$ cat config.mk
export PLATFORM = sky130hd
export DESIGN_NAME = fault_class_engine
export DESIGN_NICKNAME = d
export VERILOG_FILES = /design/src/rtl/fce_pkg.sv /design/src/rtl/fce_sweep_ctrl.sv /design/src/rtl/fce_sampler.sv /design/src/rtl/fce_verdict.sv /design/src/rtl/fault_class_engine.sv
export SDC_FILE = /design/constraint.sdc
export NUM_CORES = 1
export LEC_CHECK = 0
export ABC_AREA = 1
export BUFFER_PORTS_ARGS = -buffer_cell sky130_fd_sc_hd__buf_2
export CAP_MARGIN = 20
export CORE_MARGIN = 3
export CORE_UTILIZATION = 56
export CTS_CLUSTER_SIZE = 24
export DETAILED_ROUTE_END_ITERATION = 12
export PLACE_DENSITY = 0.79
export REMOVE_ABC_BUFFERS = 1
export SYNTH_ARGS = -nofsm -noshare
export SYNTH_HDL_FRONTEND = slang
export SYNTH_SLANG_ARGS = --single-unit
$ cat constraint.sdc
create_clock -name clk -period 3.7 [get_ports clk]
set_clock_uncertainty 0.05 [all_clocks]
set_input_delay 0.925 -clock clk [delete_from_list [all_inputs] [get_ports clk]]
set_output_delay 0.925 -clock clk [all_outputs]
set_load 0.005 [all_outputs]
$ cat src/rtl/fce_pkg.sv
package fce_pkg;

    typedef enum logic [1:0] {
        CLS_HIDDEN     = 2'b00,
        CLS_DETECTED   = 2'b01,
        CLS_UNDETECTED = 2'b10,
        CLS_INTERMIT   = 2'b11
    } fce_class_e;

    typedef enum logic [1:0] {
        ST_IDLE = 2'b00,
        ST_RUN  = 2'b01,
        ST_EVAL = 2'b10
    } fce_state_e;

    // Verdict from the three sticky observations of a sweep.
    function automatic fce_class_e fce_decode(input logic seen_wrong,
                                              input logic seen_det,
                                              input logic seen_miss);
        fce_class_e c;
        if (!seen_wrong)
            c = CLS_HIDDEN;
        else if (seen_det && !seen_miss)
            c = CLS_DETECTED;
        else if (seen_miss && !seen_det)
            c = CLS_UNDETECTED;
        else
            c = CLS_INTERMIT;
        return c;
    endfunction

endpackage

$ cat src/rtl/fce_sweep_ctrl.sv
module fce_sweep_ctrl
    import fce_pkg::*;
#(
    parameter int IN_W = 4
) (
    input  logic            clk,
    input  logic            rst_n,
    input  logic            start_i,
    output logic [IN_W-1:0] vec_o,
    output logic            busy_o,
    output logic            clear_o,
    output logic            smp_en_o,
    output logic            smp_last_o
);

    localparam logic [IN_W-1:0] VEC_LAST = {IN_W{1'b1}};

    typedef struct packed {
        fce_state_e      st;
        logic [IN_W-1:0] cnt;
    } ctrl_t;

    ctrl_t ctrl_d, ctrl_q;

    always_comb begin
        ctrl_d  = ctrl_q;
        clear_o = 1'b0;
        case (ctrl_q.st)
            ST_IDLE: begin
                if (start_i) begin
                    ctrl_d.st  = ST_RUN;
                    ctrl_d.cnt = '0;
                    clear_o    = 1'b1;
                end
            end
            ST_RUN: begin
                if (ctrl_q.cnt == VEC_LAST)
                    ctrl_d.st = ST_EVAL;
                else
                    ctrl_d.cnt = ctrl_q.cnt + 1'b1;
            end
            ST_EVAL: begin
                ctrl_d.st  = ST_IDLE;
                ctrl_d.cnt = '0;
            end
            default: begin
                ctrl_d.st  = ST_IDLE;
                ctrl_d.cnt = '0;
            end
        endcase
    end

    always_ff @(posedge clk or negedge rst_n) begin
        if (!rst_n)
            ctrl_q <= '{st: ST_IDLE, cnt: '0};
        else
            ctrl_q <= ctrl_d;
    end

    assign vec_o      = ctrl_q.cnt;
    assign busy_o     = (ctrl_q.st != ST_IDLE);
    assign smp_en_o   = (ctrl_q.st == ST_RUN);
    assign smp_last_o = (ctrl_q.st == ST_RUN) && (ctrl_q.cnt == VEC_LAST);

    AST_RUN_FROM_ZERO: assert property (@(posedge clk) disable iff (!rst_n)
        (ctrl_q.st == ST_IDLE && start_i) |=> (ctrl_q.st == ST_RUN && ctrl_q.cnt == '0));

    AST_VEC_STEP: assert property (@(posedge clk) disable iff (!rst_n)
        (ctrl_q.st == ST_RUN && ctrl_q.cnt != VEC_LAST)
            |=> (ctrl_q.st == ST_RUN && ctrl_q.cnt == $past(ctrl_q.cnt) + 1'b1));

    AST_BUSY_START_IGNORED: assert property (@(posedge clk) disable iff (!rst_n)
        (ctrl_q.st == ST_EVAL && start_i) |=> (ctrl_q.st == ST_IDLE));

endmodule

$ cat src/rtl/fce_sampler.sv
module fce_sampler #(
    parameter int OUT_W = 4
) (
    input  logic             clk,
    input  logic             rst_n,
    input  logic             smp_en_i,
    input  logic             smp_last_i,
    input  logic [OUT_W-1:0] dut_out_i,
    input  logic [OUT_W-1:0] gold_out_i,
    input  logic             ced_err_i,
    output logic             valid_o,
    output logic             last_o,
    output logic             wrong_o,
    output logic             det_o,
    output logic             miss_o,
    output logic             fa_o
);

    typedef struct packed {
        logic             vld;
        logic             last;
        logic [OUT_W-1:0] dut;
        logic [OUT_W-1:0] gold;
        logic             err;
    } smp_t;

    smp_t smp_d, smp_q;
    logic mism;

    always_comb begin
        smp_d      = smp_q;
        smp_d.vld  = smp_en_i;
        smp_d.last = smp_last_i;
        if (smp_en_i) begin
            smp_d.dut  = dut_out_i;
            smp_d.gold = gold_out_i;
            smp_d.err  = ced_err_i;
        end
    end

    always_ff @(posedge clk or negedge rst_n) begin
        if (!rst_n)
            smp_q <= '0;
        else
            smp_q <= smp_d;
    end

    assign mism    = smp_q.vld && (smp_q.dut != smp_q.gold);
    assign valid_o = smp_q.vld;
    assign last_o  = smp_q.last;
    assign wrong_o = mism;
    assign det_o   = mism && smp_q.err;
    assign miss_o  = mism && !smp_q.err;
    assign fa_o    = smp_q.vld && !mism && smp_q.err;

    AST_SAMPLE_LATENCY: assert property (@(posedge clk) disable iff (!rst_n)
        smp_en_i |=> valid_o);

    AST_OBS_EXCLUSIVE: assert property (@(posedge clk) disable iff (!rst_n)
        $onehot0({det_o, miss_o, fa_o}));

endmodule

$ cat src/rtl/fce_verdict.sv
module fce_verdict
    import fce_pkg::*;
#(
    parameter int CNT_W = 5
) (
    input  logic             clk,
    input  logic             rst_n,
    input  logic             clear_i,
    input  logic             valid_i,
    input  logic             last_i,
    input  logic             wrong_i,
    input  logic             det_i,
    input  logic             miss_i,
    input  logic             fa_i,
    output logic             done_o,
    output logic [1:0]       class_o,
    output logic             fs_o,
    output logic             st_o,
    output logic             tsc_o,
    output logic [CNT_W-1:0] fa_cnt_o
);

    typedef struct packed {
        logic             seen_wrong;
        logic             seen_det;
        logic             seen_miss;
        logic [CNT_W-1:0] fa_run;
        logic             done;
        fce_class_e       cls;
        logic             fs;
        logic             st;
        logic             tsc;
        logic [CNT_W-1:0] fa_res;
    } vrd_t;

    vrd_t vrd_d, vrd_q;

    logic             nxt_wrong, nxt_det, nxt_miss;
    logic [CNT_W-1:0] nxt_fa;
    fce_class_e       nxt_cls;

    always_comb begin
        nxt_wrong = vrd_q.seen_wrong | wrong_i;
        nxt_det   = vrd_q.seen_det   | det_i;
        nxt_miss  = vrd_q.seen_miss  | miss_i;
        nxt_fa    = vrd_q.fa_run + {{(CNT_W-1){1'b0}}, fa_i};
        nxt_cls   = fce_decode(nxt_wrong, nxt_det, nxt_miss);

        vrd_d      = vrd_q;
        vrd_d.done = 1'b0;
        if (clear_i) begin
            vrd_d.seen_wrong = 1'b0;
            vrd_d.seen_det   = 1'b0;
            vrd_d.seen_miss  = 1'b0;
            vrd_d.fa_run     = '0;
        end else if (valid_i) begin
            vrd_d.seen_wrong = nxt_wrong;
            vrd_d.seen_det   = nxt_det;
            vrd_d.seen_miss  = nxt_miss;
            vrd_d.fa_run     = nxt_fa;
            if (last_i) begin
                vrd_d.done   = 1'b1;
                vrd_d.cls    = nxt_cls;
                vrd_d.fs     = (nxt_cls == CLS_HIDDEN) || (nxt_cls == CLS_DETECTED);
                vrd_d.st     = (nxt_cls == CLS_DETECTED) || (nxt_cls == CLS_INTERMIT);
                vrd_d.tsc    = (nxt_cls == CLS_DETECTED);
                vrd_d.fa_res = nxt_fa;
            end
        end
    end

    always_ff @(posedge clk or negedge rst_n) begin
        if (!rst_n)
            vrd_q <= '{seen_wrong: 1'b0, seen_det: 1'b0, seen_miss: 1'b0,
                       fa_run: '0, done: 1'b0, cls: CLS_HIDDEN,
                       fs: 1'b0, st: 1'b0, tsc: 1'b0, fa_res: '0};
        else
            vrd_q <= vrd_d;
    end

    assign done_o   = vrd_q.done;
    assign class_o  = vrd_q.cls;
    assign fs_o     = vrd_q.fs;
    assign st_o     = vrd_q.st;
    assign tsc_o    = vrd_q.tsc;
    assign fa_cnt_o = vrd_q.fa_res;

    AST_DONE_ONE_CYCLE: assert property (@(posedge clk) disable iff (!rst_n)
        done_o |=> !done_o);

    AST_TSC_IMPLIES_BOTH: assert property (@(posedge clk) disable iff (!rst_n)
        tsc_o |-> (fs_o && st_o));

    AST_UNDET_NO_PROPS: assert property (@(posedge clk) disable iff (!rst_n)
        (done_o && class_o == CLS_UNDETECTED) |-> (!fs_o && !st_o && !tsc_o));

    AST_FA_KEEPS_HIDDEN: assert property (@(posedge clk) disable iff (!rst_n)
        (valid_i && fa_i && !clear_i) |=> !vrd_q.seen_wrong || $past(vrd_q.seen_wrong));

endmodule

$ cat src/rtl/fault_class_engine.sv
module fault_class_engine
    import fce_pkg::*;
#(
    parameter int IN_W  = 4,
    parameter int OUT_W = 4
) (
    input  logic             clk,
    input  logic             rst_n,
    input  logic             start_i,
    output logic [IN_W-1:0]  vec_o,
    input  logic [OUT_W-1:0] dut_out_i,
    input  logic [OUT_W-1:0] gold_out_i,
    input  logic             ced_err_i,
    output logic             busy_o,
    output logic             done_o,
    output logic [1:0]       class_o,
    output logic             fault_secure_o,
    output logic             self_test_o,
    output logic             tsc_o,
    output logic [IN_W:0]    false_alarm_o
);

    localparam int CNT_W = IN_W + 1;

    logic clear, smp_en, smp_last;
    logic obs_vld, obs_last, obs_wrong, obs_det, obs_miss, obs_fa;

    fce_sweep_ctrl #(.IN_W(IN_W)) i_ctrl (
        .clk        (clk),
        .rst_n      (rst_n),
        .start_i    (start_i),
        .vec_o      (vec_o),
        .busy_o     (busy_o),
        .clear_o    (clear),
        .smp_en_o   (smp_en),
        .smp_last_o (smp_last)
    );

    fce_sampler #(.OUT_W(OUT_W)) i_sampler (
        .clk        (clk),
        .rst_n      (rst_n),
        .smp_en_i   (smp_en),
        .smp_last_i (smp_last),
        .dut_out_i  (dut_out_i),
        .gold_out_i (gold_out_i),
        .ced_err_i  (ced_err_i),
        .valid_o    (obs_vld),
        .last_o     (obs_last),
        .wrong_o    (obs_wrong),
        .det_o      (obs_det),
        .miss_o     (obs_miss),
        .fa_o       (obs_fa)
    );

    fce_verdict #(.CNT_W(CNT_W)) i_verdict (
        .clk      (clk),
        .rst_n    (rst_n),
        .clear_i  (clear),
        .valid_i  (obs_vld),
        .last_i   (obs_last),
        .wrong_i  (obs_wrong),
        .det_i    (obs_det),
        .miss_i   (obs_miss),
        .fa_i     (obs_fa),
        .done_o   (done_o),
        .class_o  (class_o),
        .fs_o     (fault_secure_o),
        .st_o     (self_test_o),
        .tsc_o    (tsc_o),
        .fa_cnt_o (false_alarm_o)
    );

    AST_DONE_NOT_BUSY: assert property (@(posedge clk) disable iff (!rst_n)
        done_o |-> !busy_o);

    AST_DONE_AFTER_LAST: assert property (@(posedge clk) disable iff (!rst_n)
        done_o |-> $past(obs_last));

endmodule

==> results of run 1 <==
final cells by class:
cell class	instances	area (um^2)
clock buffers	5	37.54
clock inverters	3	15.01
fillers	241	994.7
inverters	27	101.3
multi-input cells	109	583.1
flip-flops and latches	35	875.8
well taps	31	38.79
repair buffers	27	135.1
Yosys cell counts (all sizes together):
| cell | number | area [um^2] |
|---|---|---|
| clkbuf | 1 | 3.750 |
| nor2 | 10 | 57.55 |
| dfrtp | 35 | 875.8 |
| o21ai | 20 | 118.9 |
| ha | 3 | 37.54 |
| inv | 27 | 101.4 |
| o31ai | 1 | 7.510 |
| a21oi | 1 | 5.000 |
| nand3 | 14 | 75.07 |
| nand2 | 51 | 206.5 |
| xor2 | 4 | 35.03 |
| a32o | 1 | 10.01 |
| nor3 | 1 | 5.000 |
| o22ai | 1 | 12.51 |
| buf | 13 | 98.84 |
| nand4 | 1 | 6.260 |
| or2 | 1 | 6.260 |
through the flow:
step	instance area, um^2	hold slack, ns	cells
finish	1787	0.4328	237
global route	1787	0.4596	237
CTS	1787	0.4373	237
detailed placement	1734	0.4102	229
global placement	1734	0.4133	229
floorplan	1560	0.4224	171
kinds of logic (layout without fill, tap and decap cells):
kind of cell	count (synthesis)	in the layout	synth area share [%]
simple gates	78	78	21.44
buf+inv	41	62	12.26
flops	35	35	52.67
compound gates	24	24	9.255
xor+xnor	4	4	2.107
fa+ha+maj	3	3	2.258
where the power goes:
group	internal [mW]	switching (mW)
registers	0.529	0.0904
clock network	0.0706	0.122
logic	0.206	0.303
total	0.805	0.516
registers in the layout (all words and copies together) (netlist names):
signal	cells
i_sampler.smp_q	9
i_verdict.vrd_q	8
i_verdict.fa_cnt_o	5
i_ctrl.vec_o	4
i_ctrl.ctrl_q	2
i_sampler.last_o	1
i_sampler.valid_o	1
i_verdict.class_o	1
i_verdict.done_o	1
i_verdict.fs_o	1
i_verdict.st_o	1
i_verdict.tsc_o	1
worst min-delay path by stage:
stage,start,endpoint,slack (ns)
4_1_cts,i_verdict.class_o[1]$_DFFE_PN0P_,i_verdict.class_o[1]$_DFFE_PN0P_,0.44
3_5_place_dp,i_verdict.class_o[1]$_DFFE_PN0P_,i_verdict.class_o[1]$_DFFE_PN0P_,0.41
6_report,i_verdict.class_o[1]$_DFFE_PN0P_,i_verdict.class_o[1]$_DFFE_PN0P_,0.43
3_3_place_gp,i_verdict.fa_cnt_o[0]$_DFFE_PN0P_,i_verdict.fa_cnt_o[0]$_DFFE_PN0P_,0.41
5_1_grt,i_verdict.fa_cnt_o[0]$_DFFE_PN0P_,i_verdict.fa_cnt_o[0]$_DFFE_PN0P_,0.46
2_1_floorplan,i_verdict.fs_o$_DFFE_PN0P_,i_verdict.fs_o$_DFFE_PN0P_,0.42
per-layer routing:
metal | track usage (%) | share of wire, %
met3 | 7.021 | 6.4
met2 | 26.39 | 43
met1 | 20.79 | 49
met4 | 4.644 | 0.90
met5 | 0 | 0
tightest hold or removal path: cells and delay by family, from the launching register on:
kind | cells | cell delay (ns)
and+or+nand+nor | 2 | 0.10
DFF | 1 | 0.35
==> results.md, run 1 <==
- Utilization after layout: 64.24%
- Synth warn: 0
- Fmax: 0.4895 GHz
- Worst path slowest cell: dfrtp_1
- Die width: 60.49 um
- Post_cts resized: 0
- Worst IR drop on VDD: 0.0005895 V
- Slew of the pin with the lowest slew margin: 0.7274 ns
- Pwr/cell area: 739.7 mW/mm^2
- Design Power: 1.322 mW
- Clock transition at path regs: 0.11 ns
- Std cell rows: 19
- Reg2reg end: i_verdict.vrd_q[15]$_DFFE_PN0P_
- Via count: 1156
- Antenna violations before repair: 0
- Critical Path Sink Type: output pin
- Reg2reg path depth: 12
- Startpoint types: flop
- Post-synthesis sequential area ratio: 52.67%
- IO Pins: 28
- Post-CTS Hold Buffers: 0
- Drt pass-1 iters: 4
- CP Data Required Time: 2.72 ns
- Number of distinct library cells after synthesis: 26
- Hold path depth: 2
- Worst path depth: 3
- Clock latency on the worst-skew pair: 0.33 ns
- Drt first-iter violations: 30
- Synthesized instance count: 185
- Global placer's final weighted congestion: 0.8050
- Clk sink count: 35
- Via density: 4.878
- First-pass GRT wire length: 4.512 mm
- Slack of the critical path: 1.657 ns
- Most frequent cells in the layout: nand2_1, dfrtp_1, buf_2
- R2R Setup Slk: 1.83 ns
- Ant diodes: 0
- Total grt overflow: 0
- Count of input and output buffers: 27
- Max-cap viol count: 0
- Worst-path fanout max: 3
- Core area: 0.002781 mm^2
- Critical path's top delay family: flip-flops
- ANT nets after route: 0
- H-tree depth: 2
- Worst path arrival time: 1.07 ns
- Pin count of the biggest net entering global routing: 36
- Period utilization: 55.21%
- WL/cell: 10.73 um
- Synthesized flop and latch total: 35
- Total track usage: 16.55%
- Final net count: 220
- CP max stage delay: 0.42 ns
- Fin. Hold Viols: 0
- Final slew viol count: 0
- CTS tree: yes
- Post-Route WL: 2.544 mm
- Area growth, synth to finish: 7.449%
- HPWL after detailed placement: 1.901 mm
- # DRC: 0
- Layout cells sized above 1: 26.21%
- Cell area after synthesis: 0.001663 mm^2
- Average size of a mapped cell: 8.988 um^2
- Total CTS buffers: 5
- Critical path class: flop to output pin
- Status: complete, no violations
- HP Class: flop to flop
- Final TNS setup: 0 ns
- Initial core utilization: 59.78%
- WP buf/inv: 2
- Worst-path cell chain: nor2_2 -> inv_2 -> buf_2
- Root Driver: clkbuf_4
- Critical Path Start: i_ctrl.ctrl_q[5]$_DFFE_PN0P_
- Period minus WS final: 2.043 ns
- CP endpoint: busy_o
- Chip Height: 60.49 um
- Most common cell after layout, fill and taps aside: nand2_1
- Vias in the first global route: 1090
- Max-slew headroom: 51.51%
- Setup violators final: 0
- RSZ-0062 raised after global routing: no
- Setup WS pre-CTS: 1.812 ns
- Post-CTS Setup Bufs: 0
- Pleak: 0.9941 nW
- Max clock buf depth: 2
- Die area: 0.003659 mm^2
- Origin of the critical flop-to-flop path: i_sampler.smp_q[5]$_DFFE_PN0P_
(Power assumes the default switching activity.)
==> inputs of run 2 (changes only) <==
ABC_AREA = 0   (was 1)
CORE_UTILIZATION = 50   (was 56)
PLACE_DENSITY = 0.75   (was 0.79)
clock period = 1.65 ns   (was 3.7 ns; I/O delays follow)
==> results.md, run 2 <==
- HP Class: primary input to asynchronous set/reset pin
- Core area: 0.003178 mm^2 (+14%)
- Placed cells: 225 (-1.7%)
- Critical Path Sink Type: flop
- Critical path's top delay family: simple AND/OR/NAND/NOR gates
- Final TNS setup: -2.494 ns (-2.494 ns)
- Post-Route WL: 3.174 mm (+25%)
- ANT nets after route: 0 (unchanged)
- Drt first-iter violations: 62 (+110%)
- Origin of the critical flop-to-flop path: i_sampler.smp_q[5]$_DFFE_PN0P_
- Global placer's final weighted congestion: 0.7455 (-7.4%)
- CP Data Required Time: 1.82 ns (-0.90 ns)
- Cell area after synthesis: 0.001735 mm^2 (+4.4%)
- Compound-gate portion of the synthesized area: 10.24% (+0.98 points)
- Top cells by area, synth: dfrtp_1, mux2_2, buf_4
- Final Cell Area: 0.002083 mm^2 (+17%)
- Via count: 1213 (+4.9%)
- Ys async rst share: 100.0% (unchanged)
- Initial core utilization: 54.61% (-5.2 points)
- Via density: 5.118 (+4.9%)
- CTS tree: yes
- Synthesized flop and latch total: 35 (unchanged)
- Crit path top cell by count: ha_4
- Root Driver: clkbuf_4
- IO Pins: 28 (unchanged)
- Worst-path cell chain: xor2_1 -> nor4_2 -> and3_4 -> ha_4 -> ha_4 -> mux2_2
- Vias in the first global route: 1254 (+15%)
- Final slew viol count: 0 (unchanged)
- Max-slew headroom: 71.72% (+20 points)
- Synthesized instance count: 155 (-16%)
- Commonest cells in the netlist: dfrtp_1, nor2_1, buf_4
- Worst path slowest cell: dfrtp_1
- Number of distinct library cells after synthesis: 40 (+54%)
- Worst-path fanout max: 2 (-1)
- Die area: 0.004214 mm^2 (+15%)
- Critical Path Start: i_sampler.smp_q[5]$_DFFE_PN0P_
- Fin. Hold Viols: 0 (unchanged)
- Post-synth top area cell: dfrtp_1
- Cell with the most instances after synthesis: dfrtp_1
- Max-cap viol count: 0 (unchanged)
- Pleak: 0.9792 nW (-1.5%)
- Clock transition at path regs: 0.10 ns (about the same)
- Pwr/cell area: 1673 mW/mm^2 (+130%)
- Max reg flops: 9 (unchanged)
- Multiplexer share of the synthesized area: 9.733% (+9.7 points)
- Std cell rows: 20 (+1)
- Xor/xnor share of the synthesized area: 5.552% (+3.4 points)
- H-tree depth: 2 (unchanged)
- WL/cell: 13.39 um (+25%)
- Biggest register: i_sampler.smp_q
- Worst IR drop on VDD: 0.0009938 V (+69%)
- Startpoint types: flop
- Number of synthesized flops with an enable pin: 0 (unchanged)
- Average size of a mapped cell: 11.20 um^2 (+25%)
- Max clock buf depth: 2 (unchanged)
- Utilization after layout: 65.55% (+1.3 points)
- Chip Height: 64.92 um (+7.3%)
- Setup violators final: 18 (+18)
- Critical path class: flop to flop
- Slew of the pin with the lowest slew margin: 0.4228 ns (-0.3046 ns)
- Synth Area in Adders: 2.163% (-0.094 points)
- First-pass GRT wire length: 5.402 mm (+20%)
- Most frequent cells in the layout: dfrtp_1, buf_2, buf_4
- Largest family of logic cells by synthesized area: simple AND/OR/NAND/NOR gates
- Top_reg_cell synth: dfrtp_1
- Synth warn: 0 (unchanged)
- Fmax: 0.5319 GHz
- Non-Filler Instances: 237 (unchanged)
- HPWL after detailed placement: 2.219 mm (+17%)
- CP max stage delay: 0.40 ns (-0.02 ns)
- Clk sink count: 35 (unchanged)
- Fillcell total: 251 (+4.1%)
- Worst path arrival time: 2.05 ns (+0.98 ns)
- Cell Area, Placed: 0.001924 mm^2 (+11%)
- Die width: 64.92 um (+7.3%)
- Clock latency on the worst-skew pair: 0.33 ns (about the same)
- Pin count of the biggest net entering global routing: 36 (unchanged)
- Total CTS buffers: 5 (unchanged)
- Area share of the largest cell type after synthesis: 50.47% (-2.2 points)
- # DRC: 0 (unchanged)
- Ant diodes: 0 (unchanged)
- Total track usage: 16.81% (+0.26 points)
- Period utilization: 113.9%
- DR WL met3: 155 um (-4.9%)
- Count of input and output buffers: 27 (unchanged)
- Post-Synth Simple-Gate Area: 13.55% (-7.9 points)
- RSZ-0062 raised after global routing: yes
- Status: finished with violations
- Antenna violations before repair: 0 (unchanged)
- Area growth, synth to finish: 20.04%
- Layout cells sized above 1: 41.97% (+16 points)
- Top Layer Used: met4
- Final net count: 207 (-5.9%)
- Period minus WS final: 1.880 ns
- Post-synthesis sequential area ratio: 50.47% (-2.2 points)
- Slack of the critical path: -0.2301 ns (-1.887 ns)
- Drt pass-1 iters: 4 (unchanged)
- Failing checks: setup timing
- M1 wire length: 1.418 mm (+13%)
- WP buf/inv: 0 (-2)
- Most common cell after layout, fill and taps aside: dfrtp_1
- Design Power: 3.485 mW (+160%)
- Metal2 WL: 1.571 mm (+43%)
- Total grt overflow: 0 (unchanged)
[run 2: path summary, 6_finish.rpt]
check                           cells after the start                           endpoint  slack [ns]
worst max register to register                      6  i_verdict.fa_cnt_o[1]$_DFFE_PN0P_       -0.23
worst min register to register                      2         i_verdict.fs_o$_DFFE_PN0P_        0.44
min in group clk                                    2     i_sampler.smp_q[3]$_DFFE_PN0P_        0.26
worst max-delay path                                6  i_verdict.fa_cnt_o[1]$_DFFE_PN0P_       -0.23
max in group asynchronous                           2        i_ctrl.vec_o[0]$_DFFE_PN0P_        1.19
worst min-delay path                                2        i_sampler.valid_o$_DFF_PN0_        0.04
[run 2: power by group]
| part | internal, mW | switching, mW | leakage (nW) |
|---|---|---|---|
| sequential | 1.17 | 0.260 | 0.418 |
| combinational | 0.875 | 0.749 | 0.532 |
| clock | 0.166 | 0.269 | 0.0293 |
[run 2: routing by layer]
layer  up-vias  global-route usage (%)
li1        597                       -
met1       585                   19.44
met2        26                   29.12
met3         5                   5.026
met4         0                   6.332
met5         -                       0
[run 2: per-stage QoR]
step	hold slack [ns]	setup WS, ns
final	0.04421	-0.2301
after global routing	0.05218	-0.3419
after CTS	0.03663	-0.2818
after floorplan	0.06691	-0.1955
after detailed placement	0.4177	-0.3184
after global placement	0.4020	-0.2655
[run 2: area by class of cell]
cell class              instances  area (um^2)  share of cell area, %
inverters                       6        22.52                  1.081
repair buffers                 47        299.0                  14.35
clock buffers                   7        45.04                  2.162
multi-input cells              97        779.5                  37.42
flip-flops and latches         35        877.1                  42.10
clock inverters                 1        5.005                 0.2402
well taps                      44        55.05                  2.643
[run 2: repair_timing]
item,CTS,global route
gates resized for setup,13,4
cloned,0,0
setup buffers,3,1
hold buffers,0,0
pin swaps,7,4
setup endpoints to repair,17,28
[run 2: logic make-up after synthesis]
group	count (synthesis)
compound gates	22
xor+xnor	11
fa+ha+maj	3
buf+inv	23
flops	35
mux	15
simple gates	46
==> inputs of run 3 (changes only) <==
CORE_MARGIN = 1.5   (was 3)
RECOVER_POWER = 100   (was default)
==> results.md, run 3 (synthesis gave the netlist of run 2 again) <==
- Status: finished with violations
- Failing checks: setup timing
- Clock latency on the worst-skew pair: 0.34 ns (about the same)
- Core area: 0.003337 mm^2 (+5.0%)
- Worst path slowest cell: dfrtp_1
- Total grt overflow: 0 (unchanged)
- CTS tree: yes
- H-tree depth: 2 (unchanged)
- Count of input and output buffers: 27 (unchanged)
- Worst-path fanout max: 2 (unchanged)
- Cell Area, Placed: 0.001932 mm^2 (+0.39%)
- Design Power: 3.431 mW (-1.5%)
- Worst IR drop on VDD: 0.0008879 V (-11%)
- HP Class: primary input to flop
- Period utilization: 115.5% (+1.5 points)
- Critical path class: flop to flop
- Max-slew headroom: 47.16% (-25 points)
- Slack of the critical path: -0.2554 ns (-0.02536 ns)
- Startpoint types: flop
- CP Data Required Time: 1.82 ns (about the same)
- Critical Path Sink Type: flop
- Worst-path cell chain: xor2_1 -> nor4_1 -> and3_1 -> ha_4 -> buf_4 -> nand3_1 -> xor2_1 -> a21oi_1
- Chip Height: 61.92 um (-4.6%)
- Fin. Hold Viols: 0 (unchanged)
- Non-Filler Instances: 238 (+0.42%)
- HPWL after detailed placement: 2.366 mm (+6.7%)
- Slew of the pin with the lowest slew margin: 0.7926 ns (+0.3698 ns)
- Crit path top cell by count: xor2_1
- WL/cell: 14.25 um (+6.4%)
- Fmax: 0.5248 GHz (-1.3%)
- Utilization after layout: 61.68% (-3.9 points)
- CP max stage delay: 0.40 ns (about the same)
- Final slew viol count: 0 (unchanged)
- Max-cap viol count: 0 (unchanged)
- Post-Route WL: 3.391 mm (+6.8%)
- # DRC: 0 (unchanged)
- Period minus WS final: 1.905 ns (+0.02536 ns)
- Std cell rows: 21 (+5.0%)
- Clk sink count: 35 (unchanged)
- Initial core utilization: 52.01% (-2.6 points)
- Hold path start: ced_err_i
- Clock transition at path regs: 0.10 ns (about the same)
- Critical Path Start: i_sampler.smp_q[8]$_DFFE_PN0P_
- Worst path arrival time: 2.07 ns (+0.02 ns)
- Placed cells: 226 (+0.44%)
- Total track usage: 21.64% (+4.8 points)
- Drt pass-1 iters: 5 (+1)
- Layout cells sized above 1: 32.81% (-9.2 points)
- Via count: 1246 (+2.7%)
- Die width: 61.92 um (-4.6%)
- Pleak: 0.9342 nW (-4.6%)
- Origin of the critical flop-to-flop path: i_sampler.smp_q[8]$_DFFE_PN0P_
- Vias in the first global route: 1255 (+0.080%)
- Most frequent cells in the layout: dfrtp_1, clkbuf_1, nor2_1
- Drt first-iter violations: 80 (+29%)
- Global placer's final weighted congestion: 0.7639 (+2.5%)
- Total CTS buffers: 5 (unchanged)
- Final net count: 208 (+0.48%)
- Biggest register: i_sampler.smp_q
- Setup violators final: 25 (+7)
- Antenna violations before repair: 0 (unchanged)
- Max reg flops: 9 (unchanged)
- ANT nets after route: 0 (unchanged)
- IO Pins: 28 (unchanged)
- Max clock buf depth: 2 (unchanged)
- Most common cell after layout, fill and taps aside: dfrtp_1
- Final Cell Area: 0.002058 mm^2 (-1.2%)
- Setup WS pre-CTS: -0.3103 ns (+0.008110 ns)
- RSZ-0062 raised after global routing: yes
- Pin count of the biggest net entering global routing: 22 (-39%)
- Ant diodes: 0 (unchanged)
- Pwr/cell area: 1667 mW/mm^2 (-0.35%)
- Die area: 0.003833 mm^2 (-9.0%)
- Root Driver: clkbuf_4
- Area growth, synth to finish: 18.60%
- Via density: 5.235 (+2.3%)
- First-pass GRT wire length: 5.782 mm (+7.0%)
run 3: changes by cell type in the layout (fill, tap and decap cells not counted), sizes merged:
cell and change:
dlygate4sd3 +1, clkbuf +15, buf -16, clkinv -1
run 3: where the power goes:
group	internal, mW	switching [mW]
Clock	0.151	0.262
Combinational	0.820	0.771
Sequential	1.17	0.261
run 3: critical path: cells and delay by family, from the launching register on:
family | cells | cell delay, ns
buf+inv | 1 | 0.10
simple gates | 3 | 0.63
fa+ha+maj | 1 | 0.16
compound gates | 1 | 0.09
flops | 1 | 0.40
xor+xnor | 2 | 0.35
run 3: path summary, 6_finish.rpt:
kind                                                     end  slack [ns]  cells after the start
min reg2reg                 i_verdict.class_o[1]$_DFFE_PN0P_        0.45                      1
max                        i_verdict.fa_cnt_o[3]$_DFFE_PN0P_       -0.26                      8
max reg2reg                i_verdict.fa_cnt_o[3]$_DFFE_PN0P_       -0.26                      8
min                           i_sampler.smp_q[0]$_DFFE_PN0P_        0.24                      3
max in group asynchronous        i_ctrl.vec_o[0]$_DFFE_PN0P_        0.07                      3
min in group asynchronous     i_sampler.smp_q[6]$_DFFE_PN0P_        0.60                      2
run 3: area by class of cell:
| type | instances | area [um^2] |
|---|---|---|
| well taps | 46 | 57.56 |
| multi-input cells | 97 | 777.0 |
| flip-flops and latches | 35 | 877.1 |
| repair buffers | 48 | 282.8 |
| clock buffers | 6 | 41.29 |
| fillers | 278 | 1279 |
| inverters | 6 | 22.52 |
run 3: metrics by stage:
| step | setup TNS, ns | hold slack (ns) |
|---|---|---|
| final | -3.832 | 0.2391 |
| after global routing | -9.203 | 0.2378 |
| after CTS | -2.543 | 0.2342 |
| after detailed placement | -2.373 | 0.2945 |
| after global placement | -1.780 | 0.2833 |
| after floorplan | -0.9580 | 0.06691 |
run 3: metal layers:
| layer | GRT usage, % | part of all wire [%] | wire length (um) | vias up |
|---|---|---|---|---|
| met5 | 0 | 0 | 0 | - |
| met4 | 11.25 | 2.9 | 97 | 0 |
| met3 | 6.625 | 4.5 | 151 | 10 |
| met2 | 37.59 | 51 | 1738 | 31 |
| met1 | 23.73 | 41 | 1403 | 608 |
| li1 | - | - | - | 597 |
run 3: what timing repair did:
action | CTS | global route
pin swaps | 11 | 4
endpoints found under the setup margin | 17 | 27
hold buffers | 1 | 0
cloned | 0 | 0
buffers inserted | 5 | 2
resized for setup | 14 | 5
hold endpoints to repair | 14 | 0
